### config.mk
export PLATFORM = sky130hd
export DESIGN_NAME = event_sequencer
export DESIGN_NICKNAME = d
export VERILOG_FILES = /design/src/rtl/evc_pkg.sv /design/src/rtl/evc_first_set.sv /design/src/rtl/evc_req_capture.sv /design/src/rtl/event_sequencer.sv
export SDC_FILE = /design/constraint.sdc
export NUM_CORES = 1
export LEC_CHECK = 0
export ABC_CLOCK_PERIOD_IN_PS = 8400
export BUFFER_PORTS_ARGS = -buffer_cell sky130_fd_sc_hd__buf_2
export CAP_MARGIN = 25
export CORE_MARGIN = 2
export CORE_UTILIZATION = 40
export CTS_CLUSTER_DIAMETER = 100
export DETAILED_ROUTE_END_ITERATION = 16
export PLACE_DENSITY = 0.76
export SYNTH_ARGS = -nofsm -noshare
export SYNTH_HDL_FRONTEND = slang
export SYNTH_HIERARCHICAL = 1
export SYNTH_SLANG_ARGS = --single-unit
### constraint.sdc
create_clock -name clk -period 8.4 [get_ports clk]
set_input_delay 0 -clock clk [delete_from_list [all_inputs] [get_ports clk]]
set_output_delay 0 -clock clk [all_outputs]
set_load 0.05 [all_outputs]
### src/rtl/evc_pkg.sv
package evc_pkg;

    typedef enum logic [1:0] {
        MODE_RESET = 2'd0,
        MODE_SUPER = 2'd1,
        MODE_USER  = 2'd2
    } mode_t;

    localparam int EMU_LVL  = 0;
    localparam int RST_LVL  = 1;
    localparam int GEN_BASE = 2;

endpackage

### src/rtl/evc_first_set.sv
module evc_first_set #(
    parameter int W  = 16,
    parameter int IW = 4
) (
    input  logic [W-1:0]  vec,
    output logic          found,
    output logic [IW-1:0] idx
);

    always_comb begin
        found = 1'b0;
        idx   = '0;
        for (int i = W - 1; i >= 0; i--) begin
            if (vec[i]) begin
                found = 1'b1;
                idx   = IW'(i);
            end
        end
    end

endmodule

### src/rtl/evc_req_capture.sv
module evc_req_capture
    import evc_pkg::*;
#(
    parameter int NUM_LEVELS = 16,
    parameter int LW         = 4
) (
    input  logic                  emu_req,
    input  logic [NUM_LEVELS-3:0] irq_req,
    input  logic                  raise_valid,
    input  logic [LW-1:0]         raise_level,
    output logic [NUM_LEVELS-1:0] set_vec
);

    for (genvar g = 0; g < NUM_LEVELS; g++) begin : g_lvl
        if (g == EMU_LVL) begin : g_emu
            assign set_vec[g] = emu_req;
        end else if (g == RST_LVL) begin : g_rst
            assign set_vec[g] = 1'b0;
        end else begin : g_gen
            assign set_vec[g] = irq_req[g-GEN_BASE]
                              | (raise_valid && (raise_level == LW'(g)));
        end
    end

endmodule

### src/rtl/event_sequencer.sv
module event_sequencer
    import evc_pkg::*;
#(
    parameter int NUM_LEVELS = 16,
    localparam int LW        = $clog2(NUM_LEVELS),
    localparam int NG        = NUM_LEVELS - GEN_BASE
) (
    input  logic                  clk,
    input  logic                  rst_n,
    input  logic                  emu_req,
    input  logic [NG-1:0]         irq_req,
    input  logic                  raise_valid,
    input  logic [LW-1:0]         raise_level,
    input  logic                  rti,
    input  logic                  reti_saved,
    input  logic                  mask_we,
    input  logic [NG-1:0]         mask_wdata,
    output logic [1:0]            mode,
    output logic                  accept,
    output logic [LW-1:0]         vector,
    output logic [NUM_LEVELS-1:0] pend,
    output logic [NG-1:0]         mask,
    output logic [NUM_LEVELS-1:0] ipend
);

    typedef struct packed {
        logic                  boot;
        logic                  nest_en;
        logic [NUM_LEVELS-1:0] pend;
        logic [NG-1:0]         mask;
        logic [NUM_LEVELS-1:0] isr;
        logic                  accept;
        logic [LW-1:0]         vec;
    } state_t;

    localparam state_t RESET_STATE = '{
        boot: 1'b1, nest_en: 1'b0, pend: '0, mask: '0,
        isr: '0, accept: 1'b0, vec: '0
    };

    state_t s_d, s_q;

    logic [NUM_LEVELS-1:0] set_vec;
    logic [NUM_LEVELS-1:0] elig;
    logic                  cand_v, top_v, take;
    logic [LW-1:0]         cand, top;
    logic [NUM_LEVELS-1:0] cand_oh, top_oh;

    evc_req_capture #(.NUM_LEVELS(NUM_LEVELS), .LW(LW)) u_cap (
        .emu_req     (emu_req),
        .irq_req     (irq_req),
        .raise_valid (raise_valid),
        .raise_level (raise_level),
        .set_vec     (set_vec)
    );

    // General levels need their mask bit; the reset level never latches.
    assign elig = {s_q.pend[NUM_LEVELS-1:GEN_BASE] & s_q.mask,
                   1'b0, s_q.pend[EMU_LVL]};

    evc_first_set #(.W(NUM_LEVELS), .IW(LW)) u_cand (
        .vec   (elig),
        .found (cand_v),
        .idx   (cand)
    );

    evc_first_set #(.W(NUM_LEVELS), .IW(LW)) u_top (
        .vec   (s_q.isr),
        .found (top_v),
        .idx   (top)
    );

    assign cand_oh = NUM_LEVELS'(1) << cand;
    assign top_oh  = NUM_LEVELS'(1) << top;

    // Strictly more urgent than the open handler, and nesting gate for general levels.
    assign take = !s_q.boot && !rti && cand_v
               && (!top_v || (cand < top))
               && ((cand == LW'(EMU_LVL)) || !top_v || s_q.nest_en);

    always_comb begin
        s_d        = s_q;
        s_d.accept = 1'b0;
        s_d.pend   = s_q.pend | set_vec;

        if (mask_we) begin
            s_d.mask = mask_wdata;
        end

        if (s_q.boot) begin
            s_d.boot           = 1'b0;
            s_d.isr            = '0;
            s_d.isr[RST_LVL]   = 1'b1;
            s_d.nest_en        = 1'b0;
        end else if (rti) begin
            if (top_v) begin
                s_d.isr = s_q.isr & ~top_oh;
            end
            s_d.nest_en = 1'b1;
        end else begin
            if (reti_saved) begin
                s_d.nest_en = 1'b1;
            end
            if (take) begin
                s_d.pend    = (s_q.pend & ~cand_oh) | set_vec;
                s_d.isr     = s_q.isr | cand_oh;
                s_d.accept  = 1'b1;
                s_d.vec     = cand;
                s_d.nest_en = 1'b0;
            end
        end
    end

    always_ff @(posedge clk or negedge rst_n) begin
        if (!rst_n) begin
            s_q <= RESET_STATE;
        end else begin
            s_q <= s_d;
        end
    end

    always_comb begin
        if (s_q.boot) begin
            mode = MODE_RESET;
        end else if (|s_q.isr) begin
            mode = MODE_SUPER;
        end else begin
            mode = MODE_USER;
        end
    end

    assign accept = s_q.accept;
    assign vector = s_q.vec;
    assign pend   = s_q.pend;
    assign mask   = s_q.mask;
    assign ipend  = s_q.isr;

endmodule

After elaboration in Yosys (flattened, before gate mapping)
Cells that the tools add are included. W data, S select, Z words.

Logic and storage cells: 155. Input port bits: 39. Bits in registers: 53.

Equality and inequality tests: 15. $lt $le $gt $ge: 1. Mux-type cells: 76. Reductions and logical operators: 30. Bitwise logic cells: 24. Shift-type cells: 2.

Operators with widths (count): $mux W4 (31); $mux W16 (5); $or A16 B16 Y16 (3); $mux W1 (34); $and A16 B16 Y16 (2); $eq A4 B4 Y1 const B (8); $not A16 Y16 (2); $shl A1 B4 Y16 const A (2); $mux W21 (1); $logic_and A1 B1 Y1 (18); $mux W17 (1); $eq A4 B3 Y1 const B (4); $reduce_or A16 Y1 (1); $and A14 B14 Y14 (1); $or A1 B1 Y1 (14); $mux W5 (2); $eq A4 B2 Y1 const B (2); $logic_not A4 Y1 (1); $lt A4 B4 Y1 (1); $mux W2 (2); $reduce_bool A4 Y1 (1); $logic_not A1 Y1 (3); $logic_or A1 B1 Y1 (3); $ne A3 B1 Y1 const B (1); 4 further kinds (5).

Longest topological paths before layout
Gate-level depths: netlist of run 1.

Depth after elaboration: 23. Depth in mapped cells: 12. Gate-level depth less buffers: 10.

By module
The synthesis of run 1 kept the hierarchy.

By module, submodules not included: event_sequencer (cells an instance 280, area an instance 2835.2 sq um, instances 1); evc_first_set (cells an instance 33, area an instance 178.9 sq um, instances 2); evc_req_capture (cells an instance 28, area an instance 185.2 sq um, instances 1).

Least setup slack after synthesis of run 1
Ideal clock, no wire load.

Kind: reg2reg. From: reg s_q, in the netlist mask[5]. To: reg s_q, in the netlist vector[0]. Arrival: 2.664 ns. Period minus slack after synthesis: 2.788 ns. Slack: 5.612 ns. Buffers on the path: 0. Library setup time: 0.125 ns. Data required time: 8.275 ns. Stages on the path, launching flop included: 9. Cells stage by stage: dfrtp_1 -> and2_1 -> nor4_2 -> nor3b_1 -> ha_1 -> o211ai_1 -> or3_1 -> nand3_1 -> mux2_2.

Cells in the longest elaborated chain, start to end: 13. Elaborated cells between the ends (all ways): 24. Classes of those cells: order compare: 1; mux: 14; bitwise: 1; reduce/logical: 8.

RTL lines: start, declared (RTL line event_sequencer.sv:41) `state_t s_d, s_q;`; start signal, assigned (RTL line event_sequencer.sv:116) `s_q <= RESET_STATE;`; start signal, assigned (RTL line event_sequencer.sv:118) `s_q <= s_d;`; $and A14 B14 Y14 * (RTL line event_sequencer.sv:58) `assign elig = {s_q.pend[NUM_LEVELS-1:GEN_BASE] & s_q.mask,`; named net elig[7] (RTL line event_sequencer.sv:44) `logic [NUM_LEVELS-1:0] elig;`; $mux W4 * (7 in series) (RTL line evc_first_set.sv:14) `if (vec[i]) begin`; named net cand[3] (RTL line event_sequencer.sv:46) `logic [LW-1:0] cand, top;`; $lt A4 B4 Y1 or $logic_not A4 Y1 (tied branches) (RTL line event_sequencer.sv:78, event_sequencer.sv:79); $logic_or A1 B1 Y1 (on tied branches) (RTL line event_sequencer.sv:78, event_sequencer.sv:79); $logic_and A1 B1 Y1 or $logic_or A1 B1 Y1 (tied branches) (RTL line event_sequencer.sv:78, event_sequencer.sv:79); $logic_and A1 B1 Y1 * (RTL line event_sequencer.sv:79) `&& ((cand == LW'(EMU_LVL)) || !top_v || s_q.nest_en);`; $reduce_and A3 Y1 (no source line) *.

The timed path passes the listed nets; every way through them passes the cells marked *. A chain may end at the register's enable or synchronous reset.

==> summary.md, run 1 <==
| Metric | Value |
|---|---|
| FF-to-FF End | pend[7]$_DFF_PN0_ |
| Worst-path clk slew | around 90 ps |
| Core area | slightly above 8000 µm² |
| Final core occ | 46.5% |
| Worst min path class | in2reg |
| Placed Area | about 3600 µm² |
| Total grt overflow | 0 |
| Antenna Cells | 0 |
| Period utilisation layout | 40.4% |
| Final worst path period need | about 3400 ps |
| Most common cell after layout, fill and taps aside | buf_2 |
| Final ANT Viol Nets | 0 |
| Top achievable clock speed | 0.294 GHz |
| FP Rows | 33 |
| Final hold slack | approximately 33 ps |
| DRT Pass-1 Iters | 5 |
| Crit. End Element | flop |
| DR WL/cell | about 17 µm |
| Die width | ~96 µm |
| Clock tree buffer depth | 2 |
| Cell area power density | approximately 180 nW/µm² |
| Area contributors post-synth | dfrtp_1 (39%), buf_4 (12%), mux2_2 (6.0%) |
| Multi-input logic area | between 1500 and 2000 µm² |
| Worst-path fanout max | 15 |
| Vias in the first global route | 2786 |
| Maxcap violations | 0 |
| FF-to-FF path depth | 8 |
| Top_reg_cell synth | dfrtp_1 |
| Average size of a mapped cell | between 9 and 10 µm² |
| FF/Latch Area | 1330 µm² |
| Initial antenna violation count | 0 |
| Clock Sink Count | 53 |
| Tot GR Track Use | about 20% |
| Hold_sp | irq_req[0] |
| Worst R2R Setup Slack | approximately 5000 ps |
| Post-synth EDFFs | 0 |
| Cells after Synth | between 300 and 400 |
| Share of layout cells above drive strength 1 | a little under a third |
| Setup TNS | 0 ps |
| Vias per cell | between 5 and 6 |
| Distinct cells, synth | 46 |
| Unrepaired setup endpoints after global routing | no |
| Worst EP arrival | roughly 3600 ps |
| Fillers | 800 |
| Final setup fails | 0 |
| Hold-critical path depth | 3 |
| Cell taking the most area after synthesis | dfrtp_1 |
| Final HPWL DP | between 6000 and 7000 µm |
| Area of the die | 9200 µm² |
| Final WS setup | around 5000 ps |
| Reg2reg start | pend[7]$_DFF_PN0_ |
| DR DRC count | 0 |
| Final GP Congestion | between 0.8 and 0.9 |
| Root Driver | clkbuf_8 |
| Sequential share of the synthesized area | roughly two fifths |
| Max-slew violations | 0 |
| Routed WL | a little over 9000 µm |
| PortBufs | a little over 90 |
| Initial DRC count | roughly 310 |
| Pleak | 1.61 nW |
| I/O pins | 92 |
| Yosys reg bits | 53 |
| H-tree depth | 2 |
| Least-Margin Pin Slew | between 900 and 1000 ps |
| Via count | roughly 3000 |
| Post-route cell area | 3820 µm² |
| CTS resizes | 0 |
| DP Worst Slack | 5170 ps |
| First-pass GRT wire length | 14000 µm |
| VDD IR max | about 0.00011 V |
| Clock Latency Late Sink | roughly 300 ps |
| Total Nets Final | approximately 480 |
| Crit Path Category | reg2reg |
| TritonCTS buffer count | 5 |
| Die H | ~96 µm |
| Worst Path Required | 8560 ps |
| Status | completed |
| Ys async rst share | 100% |
| Critical Path Start Type | flop |
| Postcts setup bufs | 0 |
| Hold Violations, Final | 0 |
| Share of Yosys cell area claimed by the top area cell type | approximately two fifths |
| Setup Skew | between 5 and 6 ps |
| Hold Path End | pend[2]$_DFF_PN0_ |
| Area Overhead vs Synth | 13.0% |
| Relative slew slack | 34.1% |
| Largest net degree at the start of global routing | 54 |
| Yosys Warn Count | 6 |
| Initial Util | approximately two fifths |
| CTS tree | built |
| Most frequent cells in the layout | buf_2 (91), dfrtp_1 (52), nor2_1 (38), a21oi_1 (24) |
| Post-Synthesis Cell Area | about 3400 µm² |
==> routing by layer <==
metal | share of wire, % | wire length (µm) | GRT usage [%] | vias to the layer above
met5 | 0 | 0 | 0 | -
met4 | 2.2 | 200 | 7.62 | 0
met3 | 7.7 | 706 | 3.84 | 21
met2 | 46 | 4170 | 29.3 | 144
met1 | 45 | 4090 | 28.3 | 1427
li1 | - | - | - | 1403
==> per-stage QoR <==
| step | total power [mW] | instances |
|---|---|---|
| 2_1_floorplan | 0.486 | 376 |
| 3_3_place_gp | 0.522 | 515 |
| 3_5_place_dp | 0.526 | 515 |
| 4_1_cts | 0.671 | 540 |
| 5_1_grt | 0.706 | 540 |
| 6_report | 0.671 | 540 |
==> sequential cells by signal, indices dropped and copies added (netlist names) <==
| signal | flops |
|---|---|
| mask | 14 |
| ipend | 16 |
| pend | 16 |
| vector | 4 |
| s_q | 2 |
| accept | 1 |
==> worst max-delay path, stage by stage, from the launching register on <==
cell and delay [ps]:
dfrtp_1 420, and2_1 190, nor4_2 400, nor3b_1 850, ha_1 400, a21oi_1 140
o22a_1 190, and2_1 510, a21oi_1 160
==> cell type report <==
| cell class | count | share of cell area (%) |
|---|---|---|
| Multi-Input combinational cell | 248 | 41.3 |
| Sequential cell | 53 | 34.8 |
| Timing Repair Buffer | 110 | 16.8 |
| Tap cell | 105 | 3.44 |
| Clock buffer | 6 | 1.90 |
| Inverter | 16 | 1.57 |
| Clock inverter | 2 | 0.262 |
==> worst max-delay path by stage <==
stage / from / to / cells after the start
after floorplan: mask[5]$_DFFE_PN0P_ / vector[0]$_DFFE_PN0P_ / 8
after global placement: mask[5]$_DFFE_PN0P_ / pend[7]$_DFF_PN0_ / 8
after detailed placement: pend[7]$_DFF_PN0_ / pend[7]$_DFF_PN0_ / 8
after CTS: pend[7]$_DFF_PN0_ / pend[7]$_DFF_PN0_ / 8
after global routing: pend[3]$_DFF_PN0_ / pend[7]$_DFF_PN0_ / 9
final: pend[7]$_DFF_PN0_ / pend[7]$_DFF_PN0_ / 8
==> kinds of logic (layout without fill, tap and decap cells) <==
| logic type | Yosys count | count (layout) | share of synthesized area (%) |
|---|---|---|---|
| fa+ha+maj | 3 | 3 | 1.11 |
| other cells | 2 | 4 | 0.222 |
| flops | 53 | 53 | 39.3 |
| mux | 18 | 18 | 6.00 |
| simple gates | 139 | 139 | 22.6 |
| buf+inv | 75 | 134 | 14.3 |
| compound gates | 84 | 84 | 16.5 |
==> where the power goes <==
part	internal [mW]	switching [mW]	total (mW)
combinational	0.0677	0.176	0.244
clock	0.0580	0.0813	0.139
sequential	0.272	0.0156	0.288
==> cells in the mapped netlist, drive strengths merged (7+ instances only) <==
master and n:
nor3 9, mux2 18, and2 16, o21ai 12, o31ai 10, nand4 7, buf 56, nand2 20
o21bai 9, o211ai 13, a21oi 24, nor4 12, nor2 38, dfrtp 52, nand2b 8, inv 15
==> repair_timing <==
item                                   in CTS  in global routing
hold buffers                               17                  0
endpoints found under the hold margin      68                  0
setup endpoints to repair                   0                  0
Power figures use the tool's default switching activity.
==> run 2: changes to the inputs <==
Settings changed: ABC_CLOCK_PERIOD_IN_PS 8400 to 3400.
Clock period 8.4 ns to 3.4 ns, I/O delays scaled along.
==> summary.md, run 2 (synthesized netlist as in run 1, its figures left out) <==
| Metric | Value |
|---|---|
| First-pass GRT wire length | 14400 µm (+2.9%) |
| Unrepaired setup endpoints after global routing | no |
| DR WL/cell | 17.1 µm (+0.49%) |
| Initial antenna violation count | 0 (unchanged) |
| VDD IR max | 0.000227 V (+110%) |
| Largest net degree at the start of global routing | 53 (-1.9%) |
| Crit. End Element | flop |
| Final GP Congestion | 0.877 (-0.14%) |
| Clock tree buffer depth | 2 (unchanged) |
| Least-Margin Pin Slew | 672 ps (-315 ps) |
| Most common cell after layout, fill and taps aside | buf_2 |
| Most frequent cells in the layout | buf_2 (91), dfrtp_1 (52), nor2_1 (38), a21oi_1 (24) |
| DR DRC count | 0 (unchanged) |
| Tot GR Track Use | 20.2% (+0.47 points) |
| Worst R2R Setup Slack | 470 ps (-4540 ps) |
| Vias per cell | 5.57 (+0.44%) |
| Crit Path Category | reg2reg |
| I/O pins | 92 (unchanged) |
| Core area | 8220 µm² (unchanged) |
| Die width | 95.9 µm (unchanged) |
| Critical Path Start Type | flop |
| Clock Latency Late Sink | 310 ps (about the same) |
| Setup TNS | 0 ps (unchanged) |
| Maxcap violations | 0 (unchanged) |
| Antenna Cells | 0 (unchanged) |
| Final worst path period need | 2930 ps (-465 ps) |
| Final core occ | 47.0% (+0.53 points) |
| Setup Skew | 8.27 ps (+3.16 ps) |
| TritonCTS buffer count | 5 (unchanged) |
| Status | completed |
| Worst-path fanout max | 6 (-9) |
| Clock Sink Count | 53 (unchanged) |
| Final setup fails | 0 (unchanged) |
| Pleak | 1.64 nW (+1.7%) |
| Initial DRC count | 266 (-14%) |
| Via count | 3036 (+1.4%) |
| Pwr Total | 1.69 mW (+150%) |
| Worst min path class | in2reg |
| Die H | 95.9 µm (unchanged) |
| FP Rows | 33 (unchanged) |
| Placed Area | 3610 µm² (+1.3%) |
| Area of the die | 9200 µm² (unchanged) |
| H-tree depth | 2 (unchanged) |
| Worst Path Required | 3600 ps (-4960 ps) |
| Total Nets Final | 482 (+1.3%) |
| Total grt overflow | 0 (unchanged) |
| Post-route cell area | 3860 µm² (+1.1%) |
| Final hold slack | 35.3 ps (+2.39 ps) |
| Share of layout cells above drive strength 1 | 30.9% (+0.79 points) |
| Area Overhead vs Synth | 14.3% |
| Cell area power density | 437 nW/µm² (+150%) |
| DRT Pass-1 Iters | 5 (unchanged) |
| CTS tree | built |
| Top achievable clock speed | 0.341 GHz (+16%) |
| Period utilisation layout | 86.3% (+46 points) |
| Relative slew slack | 55.2% (+21 points) |
| Initial Util | 41.1% (unchanged) |
| PortBufs | 91 (unchanged) |
| Final ANT Viol Nets | 0 (unchanged) |
| Worst EP arrival | 3130 ps (-430 ps) |
| Vias in the first global route | 2945 (+5.7%) |
| Hold Violations, Final | 0 (unchanged) |
| Worst-path clk slew | 100 ps (about the same) |
| Routed WL | 9290 µm (+1.4%) |
| Max-slew violations | 0 (unchanged) |
| Final HPWL DP | 6960 µm (+0.98%) |
| Root Driver | clkbuf_8 |
## run 2: metrics by stage
step,std cells,setup slack (ps)
CTS,545,500
finish,545,467
detailed placement,521,508
global route,545,319
global placement,521,655
floorplan,376,612
## run 2: timing repair
item | CTS | global route
setup buffers | 0 | 0
resized for setup | 0 | 0
endpoints found under the hold margin | 69 | 0
hold buffers | 17 | 0
## run 2: cell type report
class,count,area (µm²)
Tap cell,105,131
Multi-Input combinational cell,248,1580
Clock buffer,6,72.6
Fill cell,780,4350
Timing Repair Buffer,116,686
Sequential cell,53,1330
Inverter,16,60.1
Clock inverter,1,8.76
## run 2: path summary, 6_finish.rpt
path                                         endpoint  cells past startpoint             startpoint
worst max-delay path            vector[3]$_DFFE_PN0P_                      8   ipend[7]$_DFFE_PN0P_
worst min-delay path                pend[2]$_DFF_PN0_                      3             irq_req[0]
worst max register to register  vector[3]$_DFFE_PN0P_                      8   ipend[7]$_DFFE_PN0P_
worst min register to register  vector[0]$_DFFE_PN0P_                      1  vector[0]$_DFFE_PN0P_
max in group asynchronous        ipend[9]$_DFFE_PN0P_                      3                  rst_n
min in group asynchronous           s_q[52]$_DFF_PN1_                      2                  rst_n
## run 2: metal layers
metal / global-route usage, % / vias to the layer above / share of wire (%)
li1: - / 1417 / -
met1: 27.9 / 1479 / 43
met2: 32.6 / 129 / 49
met3: 3.52 / 11 / 6.3
met4: 5.60 / 0 / 1.4
met5: 0 / - / 0
## run 2: power breakdown
part	leakage (nW)	switching, mW	internal, mW
combinational	0.981	0.442	0.187
clock	0.0412	0.207	0.143
sequential	0.615	0.0384	0.672
## run 2: critical path, stage by stage (launching register included)
cell and delay (ps):
dfrtp_1 450, nor4_2 410, nor3b_1 390, inv_1 140
ha_1 330, o211ai_1 90, or3_1 400, nand3_1 250
mux2_2 370
